--- src/rtl/cr_upd_pkg.sv ---
// Shared sizes and field access helpers for the condition register unit.
// Assumes field 0 is the most significant nibble.
package cr_upd_pkg;
    localparam int FLD_W = 4;
    localparam int NFLD  = 8;
    localparam int CR_W  = FLD_W * NFLD;
    localparam int IDX_W = $clog2(NFLD);

    typedef enum logic [2:0] {
        SRC_NONE, SRC_MOVE, SRC_COPY, SRC_XER, SRC_CMP, SRC_REC
    } upd_src_e;

    // Read field idx (big-endian numbering) from a register image.
    function automatic logic [FLD_W-1:0] fld_get(logic [CR_W-1:0] cr, logic [IDX_W-1:0] idx);
        return cr[CR_W-1-FLD_W*int'(idx) -: FLD_W];
    endfunction

    // Return a register image with field idx replaced by v.
    function automatic logic [CR_W-1:0] fld_put(logic [CR_W-1:0] cr, logic [IDX_W-1:0] idx,
                                                logic [FLD_W-1:0] v);
        logic [CR_W-1:0] r;
        r = cr;
        r[CR_W-1-FLD_W*int'(idx) -: FLD_W] = v;
        return r;
    endfunction
endpackage

--- src/rtl/cr_rec_eval.sv ---
// Builds the field-0 nibble for a record-form update: a sign/zero code in
// bits 3:1 and the SO bit in bit 0. Purely combinational; assumes RES_W is even.
module cr_rec_eval
    import cr_upd_pkg::*;
#(
    parameter int RES_W = 64
) (
    input  logic [RES_W-1:0] res,
    input  logic             mode64,
    input  logic             undef,
    input  logic             so,
    output logic [FLD_W-1:0] nib
);
    localparam int HALF = RES_W / 2;

    logic neg, zero;

    // Select sign and zero detection according to the comparison width.
    always_comb begin
        if (mode64) begin
            neg  = res[RES_W-1];
            zero = (res == '0);
        end else begin
            neg  = res[HALF-1];
            zero = (res[HALF-1:0] == '0);
        end
    end

    // Encode LT/GT/EQ and append SO; an undefined result clears the code.
    always_comb begin
        if (undef)     nib = {3'b000, so};
        else if (neg)  nib = {3'b100, so};
        else if (zero) nib = {3'b001, so};
        else           nib = {3'b010, so};
    end
endmodule

--- src/rtl/cr_next_sel.sv ---
// Computes the next register image from the current value and the update
// requests, using a fixed priority. Assumes one winner per cycle.
module cr_next_sel
    import cr_upd_pkg::*;
(
    input  logic [CR_W-1:0]  cr_q,
    input  logic             mv_en,
    input  logic [NFLD-1:0]  mv_mask,
    input  logic [CR_W-1:0]  mv_word,
    input  logic             cp_en,
    input  logic [IDX_W-1:0] cp_src,
    input  logic [IDX_W-1:0] cp_dst,
    input  logic             xl_en,
    input  logic [IDX_W-1:0] xl_dst,
    input  logic [FLD_W-1:0] xer_top,
    input  logic             cmp_en,
    input  logic [IDX_W-1:0] cmp_dst,
    input  logic [FLD_W-1:0] cmp_code,
    input  logic             rec_en,
    input  logic [FLD_W-1:0] rec_nib,
    output upd_src_e         src,
    output logic [CR_W-1:0]  cr_d
);
    logic [CR_W-1:0] moved;

    // Per-nibble merge of the masked move.
    for (genvar i = 0; i < NFLD; i++) begin : g_mv
        assign moved[FLD_W*i +: FLD_W] = mv_mask[i] ? mv_word[FLD_W*i +: FLD_W]
                                                    : cr_q[FLD_W*i +: FLD_W];
    end

    // Fixed-priority arbitration among write sources.
    always_comb begin
        if (mv_en)       src = SRC_MOVE;
        else if (cp_en)  src = SRC_COPY;
        else if (xl_en)  src = SRC_XER;
        else if (cmp_en) src = SRC_CMP;
        else if (rec_en) src = SRC_REC;
        else             src = SRC_NONE;
    end

    // Form the next image from the winning source.
    always_comb begin
        unique case (src)
            SRC_MOVE: cr_d = moved;
            SRC_COPY: cr_d = fld_put(cr_q, cp_dst, fld_get(cr_q, cp_src));
            SRC_XER:  cr_d = fld_put(cr_q, xl_dst, xer_top);
            SRC_CMP:  cr_d = fld_put(cr_q, cmp_dst, cmp_code);
            SRC_REC:  cr_d = fld_put(cr_q, '0, rec_nib);
            default:  cr_d = cr_q;
        endcase
    end
endmodule

--- src/rtl/cr_branch_port.sv ---
// Branch-side read port: exposes fields 0..BR_FLDS-1 and flags any other
// index as illegal, returning zero for it. Combinational.
module cr_branch_port
    import cr_upd_pkg::*;
#(
    parameter int BR_FLDS = 4
) (
    input  logic [CR_W-1:0]  cr,
    input  logic [IDX_W-1:0] idx,
    output logic [FLD_W-1:0] fld,
    output logic             err
);
    // Range-check the index and gate the read data.
    always_comb begin
        err = (int'(idx) >= BR_FLDS);
        fld = err ? '0 : fld_get(cr, idx);
    end
endmodule

--- src/rtl/cr_update_unit.sv ---
// Condition register with prioritized write sources and read ports.
// Synchronous active-low reset; updates land on the next rising edge.
module cr_update_unit
    import cr_upd_pkg::*;
#(
    parameter int RES_W   = 64,
    parameter int BR_FLDS = 4
) (
    input  logic             clk,
    input  logic             rst_n,
    input  logic             mv_en,
    input  logic [NFLD-1:0]  mv_mask,
    input  logic [CR_W-1:0]  mv_word,
    input  logic             cp_en,
    input  logic [IDX_W-1:0] cp_src,
    input  logic [IDX_W-1:0] cp_dst,
    input  logic             xl_en,
    input  logic [IDX_W-1:0] xl_dst,
    input  logic [FLD_W-1:0] xer_top,
    input  logic             cmp_en,
    input  logic [IDX_W-1:0] cmp_dst,
    input  logic [FLD_W-1:0] cmp_code,
    input  logic             rec_en,
    input  logic [RES_W-1:0] rec_res,
    input  logic             rec_undef,
    input  logic             mode64,
    input  logic [IDX_W-1:0] br_idx,
    output logic [FLD_W-1:0] br_fld,
    output logic             br_err,
    output logic [CR_W-1:0]  cr_value
);
    logic [CR_W-1:0]  cr_q, cr_d;
    logic [FLD_W-1:0] rec_nib;
    upd_src_e         src;

    cr_rec_eval #(.RES_W(RES_W)) i_rec (
        .res(rec_res), .mode64(mode64), .undef(rec_undef),
        .so(xer_top[FLD_W-1]), .nib(rec_nib)
    );

    cr_next_sel i_sel (
        .cr_q(cr_q), .mv_en(mv_en), .mv_mask(mv_mask), .mv_word(mv_word),
        .cp_en(cp_en), .cp_src(cp_src), .cp_dst(cp_dst),
        .xl_en(xl_en), .xl_dst(xl_dst), .xer_top(xer_top),
        .cmp_en(cmp_en), .cmp_dst(cmp_dst), .cmp_code(cmp_code),
        .rec_en(rec_en), .rec_nib(rec_nib), .src(src), .cr_d(cr_d)
    );

    cr_branch_port #(.BR_FLDS(BR_FLDS)) i_br (
        .cr(cr_q), .idx(br_idx), .fld(br_fld), .err(br_err)
    );

    // Register state with synchronous reset.
    always_ff @(posedge clk) begin
        if (!rst_n) cr_q <= '0;
        else        cr_q <= cr_d;
    end

    assign cr_value = cr_q;

    logic [FLD_W-1:0] cp_src_val;
    assign cp_src_val = fld_get(cr_q, cp_src);


    reset_zero_chk: assert property (@(posedge clk) !rst_n |=> cr_q == '0);


    idle_hold_chk: assert property (@(posedge clk) disable iff (!rst_n)
        !(mv_en || cp_en || xl_en || cmp_en || rec_en) |=> $stable(cr_q));


    mask_keep_chk: assert property (@(posedge clk) disable iff (!rst_n)
        mv_en && !mv_mask[NFLD-1] |=> cr_q[CR_W-1 -: FLD_W] == $past(cr_q[CR_W-1 -: FLD_W]));


    copy_val_chk: assert property (@(posedge clk) disable iff (!rst_n)
        cp_en && !mv_en |=> fld_get(cr_q, $past(cp_dst)) == $past(cp_src_val));


    rec_neg_chk: assert property (@(posedge clk) disable iff (!rst_n)
        rec_en && !(mv_en || cp_en || xl_en || cmp_en) && !rec_undef && mode64 && rec_res[RES_W-1]
        |=> cr_q[CR_W-1 -: FLD_W] == {3'b100, $past(xer_top[FLD_W-1])});


    br_gate_chk: assert property (@(posedge clk) disable iff (!rst_n)
        br_err |-> br_fld == '0);
endmodule

--- config.mk ---
export PLATFORM = sky130hd
export DESIGN_NAME = cr_update_unit
export DESIGN_NICKNAME = d
export VERILOG_FILES = /design/src/rtl/cr_upd_pkg.sv /design/src/rtl/cr_rec_eval.sv /design/src/rtl/cr_next_sel.sv /design/src/rtl/cr_branch_port.sv /design/src/rtl/cr_update_unit.sv
export SDC_FILE = /design/constraint.sdc
export NUM_CORES = 1
export LEC_CHECK = 0
export BUFFER_PORTS_ARGS = -buffer_cell sky130_fd_sc_hd__buf_2
export CAP_MARGIN = 20
export CORE_MARGIN = 4
export CORE_UTILIZATION = 43
export DETAILED_ROUTE_END_ITERATION = 12
export GPL_TIMING_DRIVEN = 0
export PLACE_DENSITY = 0.82
export SLEW_MARGIN = 0
export SYNTH_ARGS = -nofsm -noshare
export SYNTH_HDL_FRONTEND = slang
export SYNTH_SLANG_ARGS = --single-unit
--- constraint.sdc ---
create_clock -name clk -period 2.14 [get_ports clk]
set_input_delay 0.107 -clock clk [delete_from_list [all_inputs] [get_ports clk]]
set_output_delay 0.107 -clock clk [all_outputs]
set_load 0.05 [all_outputs]
==> qor.csv, run 1 <==
stage,metric,value,unit
outcome,status,finished clean,
placement,Post-Place Worst Slack,0.0555,ns
grt,pin count of the biggest net entering global routing,11,
synthesis,sequential fraction of the synthesis area,17.8,%
route,DRC violations left,0,
min_path,Hold Crit Depth,3,
timing,Layout Skew,0.0102,ns
synthesis,Synth Register Bits,32,
route,highest metal layer with signal wires,met4,
worst_setup_path,Crit Path Category,reg -> reg,
timing,Peak Freq,0.496,GHz
synthesis,Synth area leader,dfxtp_1,
worst_setup_path,slowest CP cell,mux4_2,
die,effective utilization at floorplan,44.0,%
synthesis,Post-synth EDFFs,0,
route,via count,4724,
timing,final setup fails,0,
worst_setup_path,crit end category,flop,
final_layout,share of cells above drive strength 1,30.6,%
min_path,Hold Crit Class,in -> reg,
clocking,Clock Root Buffer,clkbuf_8,
route,DR pass1 iterations,5,
power,Leak Pwr,0.00197,uW
worst_setup_path,crit path max fanout,6,
timing,Final min period,2.02,ns
clocking,clock latency on the worst-skew pair,0.29,ns
power,Overall Power,2170,uW
die,# rows,33,
synthesis,Syn Std Cell Area,0.00360,mm2
final_layout,# fillers,784,
die,die area,0.00990,mm2
synthesis,syn_nets,610,
grt,Tot GR Track Use,32.4,%
grt,number of global-route vias before repair,4573,
clocking,"Reg clk slew, reported paths",0.07,ns
timing,Final Slew Violations,0,
worst_setup_path,Buf/Inv on CP,0,
clocking,CTS buffer count,5,
placement,IO Port Bufs,155,
placement,hpwl dp,12600,um
clocking,Max clock buf depth,2,
synthesis,Cells after Synth,474,
final_layout,"commonest non-fill, non-tap cell in the layout",buf_2,
die,CORE AREA,0.00818,mm2
timing,period utilisation layout,94.2,%
placement,gpl congestion,1.04,
synthesis,Syn. warnings,0,
synthesis,largest cells by area after synthesis,"dfxtp_1 (18%), mux2i_1 (17%), o21ai_0 (7.1%), mux4_2 (5.6%), nand2_1 (4.8%)",
timing,RSZ-0062 raised after global routing,false,
worst_setup_path,FF-to-FF path depth,5,
route,DRT iter0 DRCs,498,
final_layout,diodes inserted,0,
die,Chip Width,99.5,um
worst_setup_path,WP data arrival,2.20,ns
grt,initial antenna violation count,0,
worst_setup_path,"CP delay by family, top",multiplexers,
clocking,H-tree lvl count,2,
worst_setup_path,CP Launch Type,flop,
synthesis,Unique masters post-synth,51,
final_layout,area growth from synthesis to layout,28.7,%
final_layout,"commonest cells after routing, fill and taps aside","buf_2 (166), mux2i_1 (61), o21ai_0 (51)",
grt,first-pass GRT wire length,24800,um
synthesis,Main synth FF type,dfxtp_1,
route,number of vias per cell,6.34,
clocking,Sink Count,32,
worst_setup_path,CP Depth,5,
clocking,CTS tree,built,
die,Die Y,99.5,um
worst_setup_path,Required @ worst endpoint,2.33,ns
die,IO Pins,173,
timing,Worst slew margin,41.0,%
timing,Final Hold Vio Count,0,
route,Wirelength per Cell,22.3,um
synthesis,ys async rst share,0,%
timing,hold_ws,0.113,ns
worst_setup_path,worst-path cell chain,mux4_2 -> mux2i_4 -> a21oi_2 -> or3_1 -> a22o_1,
run,maximum capacitance violations,0,
route,DRT Wirelength,16600,um
route,WL met3,1840,um
synthesis,Synth top area share,17.8,%
power,Pwr Density,468,mW/mm2
route,WL met2,7650,um
grt,GR Overflow Total,0,
route,Final ANT Viol Nets,0,
synthesis,syn avg cell area,7.60,um2
worst_setup_path,largest stage delay on the critical path,0.53,ns
final_layout,Nets,776,
route,Metal-1 WL,6540,um
power,peak supply drop,0.321,mV
timing,Worst-Margin Slew,0.883,ns
clocking,CTS Hold Bufs,0,
final_layout,max reg flops,32,
timing,setup slack after layout,0.125,ns
[where the power goes]
group          internal, uW  switching [uW]
Sequential              645             106
Combinational           355             606
Clock                   221             237
[logic make-up (layout without fill, tap and decap cells)]
| kind of cell | count (synthesis) | in the layout | synth area share [%] |
|---|---|---|---|
| muxes | 79 | 79 | 27.1 |
| DFF | 32 | 32 | 17.8 |
| AOI/OAI and AO/OA | 159 | 159 | 27.2 |
| buffers and inverters | 42 | 208 | 4.97 |
| and+or+nand+nor | 162 | 162 | 23.0 |
[synthesized netlist by cell type, types with 11 or more instances]
cell      number
mux2i_1       61
nor2_1        35
nor4_1        17
o22ai_1       23
clkbuf_1      17
a21oi_1       18
o21ai_0       51
o21ai_1       22
buf_2         11
o221ai_1      14
nand2_1       46
dfxtp_1       32
nor3_1        18
[layer usage]
layer | up-vias | GRT usage, %
met4 | 0 | 11.4
li1 | 2163 | -
met3 | 58 | 8.06
met2 | 303 | 51.6
met1 | 2200 | 42.6
met5 | - | 0
[metrics by stage]
stage	utilization (%)	instances	TNS, ns	area [um2]
after floorplan	-	474	0	3600
after global placement	55.1	734	-1.29	4510
after detailed placement	55.2	735	0	4520
after CTS	56.2	742	0	4590
after global routing	56.7	745	0	4630
final	56.7	745	0	4630
[worst reg2reg max path: cells and delay by family (launching register included)]
kind | cells | cell delay, ns
compound gates | 2 | 0.32
flops | 1 | 0.42
mux | 2 | 0.84
simple gates | 1 | 0.35
[repair_timing]
item                       in CTS  in global routing
buffers inserted                0                  3
setup endpoints to repair       0                  8
resized for setup               0                  2
[path summary, 6_finish.rpt]
check             slack, ns                         to                startpoint
setup / recovery       0.12   cr_value[7]$_SDFFE_PN0P_  cr_value[7]$_SDFFE_PN0P_
hold / removal         0.11  cr_value[21]$_SDFFE_PN0P_               mv_word[21]
setup reg to reg       0.12   cr_value[7]$_SDFFE_PN0P_  cr_value[7]$_SDFFE_PN0P_
hold reg to reg        0.54   cr_value[8]$_SDFFE_PN0P_  cr_value[8]$_SDFFE_PN0P_
[layout make-up]
class	count	area (um2)	area share, %
multi-input cells	400	2800	60.4
flip-flops and latches	32	641	13.8
inverters	4	15.0	0.324
clock buffers	6	72.6	1.57
plain buffers	38	164	3.54
repair buffers	159	806	17.4
well taps	105	131	2.84
clock inverters	1	5.00	0.108
Note: power is estimated with default switching activity, not from simulation.
==> inputs of run 2 (changes only) <==
--- a/config.mk
+++ b/config.mk
@@ -7,12 +7,14 @@
 export LEC_CHECK = 0
 export BUFFER_PORTS_ARGS = -buffer_cell sky130_fd_sc_hd__buf_2
 export CAP_MARGIN = 20
+export CORE_ASPECT_RATIO = 1.2
 export CORE_MARGIN = 4
 export CORE_UTILIZATION = 43
 export DETAILED_ROUTE_END_ITERATION = 12
 export GPL_TIMING_DRIVEN = 0
-export PLACE_DENSITY = 0.82
+export PLACE_DENSITY = 0.81
 export SLEW_MARGIN = 0
 export SYNTH_ARGS = -nofsm -noshare
 export SYNTH_HDL_FRONTEND = slang
+export SYNTH_HIERARCHICAL = 1
 export SYNTH_SLANG_ARGS = --single-unit
==> qor.csv, run 2 <==
stage,metric,value,unit
clocking,Clock Root Buffer,clkbuf_8,
route,DR pass1 iterations,7,
worst_setup_path,Crit Path Category,reg -> reg,
route,Final ANT Viol Nets,0,
die,die area,0.0104,mm2
timing,Final Hold Vio Count,0,
worst_setup_path,slowest CP cell,nor4_4,
die,effective utilization at floorplan,44.2,%
timing,setup slack after layout,0.0746,ns
die,Chip Width,93.7,um
synthesis,syn avg cell area,8.41,um2
timing,Layout Skew,0.00660,ns
route,Wirelength per Cell,22.6,um
final_layout,max reg flops,32,
worst_setup_path,largest stage delay on the critical path,0.66,ns
route,number of vias per cell,6.28,
worst_setup_path,Required @ worst endpoint,2.37,ns
min_path,Hold Crit Class,in -> reg,
synthesis,syn_nets,586,
final_layout,share of cells above drive strength 1,43.6,%
timing,final setup fails,0,
grt,pin count of the biggest net entering global routing,11,
power,Pwr Density,468,mW/mm2
timing,RSZ-0062 raised after global routing,false,
die,CORE AREA,0.00856,mm2
final_layout,Final Core Density,57.2,%
clocking,CTS buffer count,5,
clocking,"Reg clk slew, reported paths",0.07,ns
placement,gpl congestion,0.946,
worst_setup_path,crit end category,flop,
timing,period utilisation layout,96.5,%
run,maximum capacitance violations,0,
route,via count,4596,
final_layout,"commonest cells after routing, fill and taps aside","buf_2 (163), mux2i_1 (46), mux2_2 (35)",
worst_setup_path,CP Launch Type,flop,
final_layout,Nets,750,
die,IO Pins,173,
final_layout,diodes inserted,0,
synthesis,Syn Std Cell Area,0.00379,mm2
die,Die Y,111,um
final_layout,area growth from synthesis to layout,29.3,%
final_layout,"commonest non-fill, non-tap cell in the layout",buf_2,
route,DRT Wirelength,16500,um
worst_setup_path,crit path max fanout,8,
timing,Worst slew margin,35.2,%
power,peak supply drop,0.189,mV
placement,placed insts,724,
route,DRC violations left,0,
route,DRT iter0 DRCs,489,
grt,first-pass GRT wire length,25000,um
outcome,status,finished clean,
synthesis,Syn. warnings,6,
placement,Post-Place Worst Slack,-0.122,ns
placement,IO Port Bufs,157,
timing,Final min period,2.07,ns
grt,initial antenna violation count,0,
clocking,clock latency on the worst-skew pair,0.29,ns
clocking,Post-CTS Setup Inserts,0,
grt,Tot GR Track Use,30.9,%
clocking,CTS tree,built,
synthesis,Cells after Synth,450,
worst_setup_path,worst-path cell chain,nor2b_1 -> a2111oi_4 -> nor4_4 -> a21oi_1 -> o22ai_1 -> and2_2,
grt,number of global-route vias before repair,4616,
die,# rows,37,
power,Leak Pwr,0.00220,uW
worst_setup_path,WP data arrival,2.30,ns
grt,GR Overflow Total,0,
timing,Worst-Margin Slew,0.958,ns
timing,Peak Freq,0.484,GHz
clocking,H-tree lvl count,2,
placement,hpwl dp,12500,um
clocking,Sink Count,32,
final_layout,Final Instance Count excl. Fillers,732,
final_layout,# fillers,822,
clocking,Max clock buf depth,2,
worst_setup_path,"CP delay by family, top",simple AND/OR/NAND/NOR gates,
worst_setup_path,Buf/Inv on CP,0,
clocking,CTS Hold Bufs,0,
timing,Final Slew Violations,0,
[run 2: worst paths after layout]
check        cells past startpoint  slack [ns]                     from                 endpoint
max reg2reg                      6        0.07  cr_value[28]$_SDFF_PN0_  cr_value[20]$_SDFF_PN0_
min                              2        0.13                    rst_n  cr_value[29]$_SDFF_PN0_
max                              6        0.07  cr_value[28]$_SDFF_PN0_  cr_value[20]$_SDFF_PN0_
min reg2reg                      3        0.69   cr_value[1]$_SDFF_PN0_   cr_value[1]$_SDFF_PN0_
[run 2: repair_timing]
| action | 4_1_cts | 5_1_grt |
|---|---|---|
| endpoints found under the hold margin | 0 | 0 |
| gates resized for setup | 4 | 4 |
| setup endpoints to repair | 10 | 5 |
[run 2: power by group]
part           internal (uW)  switching, uW
registers                635           72.5
clock network            411            249
logic                    382            544
[run 2: metal layers]
layer | part of all wire, % | GRT usage [%] | up-vias
met5 | 0 | 0 | -
met4 | 3.6 | 12.7 | 0
met3 | 8.4 | 4.34 | 53
met2 | 49 | 51.9 | 285
met1 | 39 | 39.3 | 2164
li1 | - | - | 2094
[run 2: metrics by stage]
stage / hold slack, ns / cell area (um2) / power, uW / setup TNS [ns]
floorplan: 0.243 / 3790 / 1290 / 0
global placement: 0.414 / 4720 / 1590 / -0.322
detailed placement: 0.419 / 4720 / 1610 / -0.792
CTS: 0.120 / 4860 / 2280 / 0
global route: 0.143 / 4900 / 2400 / 0
finish: 0.132 / 4900 / 2290 / 0
[run 2: worst register-to-register path: stages (launching register included)]
cell and delay [ns]:
dfxtp_1 0.49, nor2b_1 0.26, a2111oi_4 0.09, nor4_4 0.66, a21oi_1 0.16, o22ai_1 0.20
and2_2 0.16
[run 2: area by class of cell]
cell class              count  area, um2  share of cell area (%)
plain buffers              39        171                    3.50
flip-flops and latches     32        641                    13.1
repair buffers            157        786                    16.0
multi-input cells         372       3000                    61.3
well taps                 117        146                    2.99
clock buffers               7       96.3                    1.97
clock inverters             1       30.0                   0.613
inverters                   7       26.3                   0.537
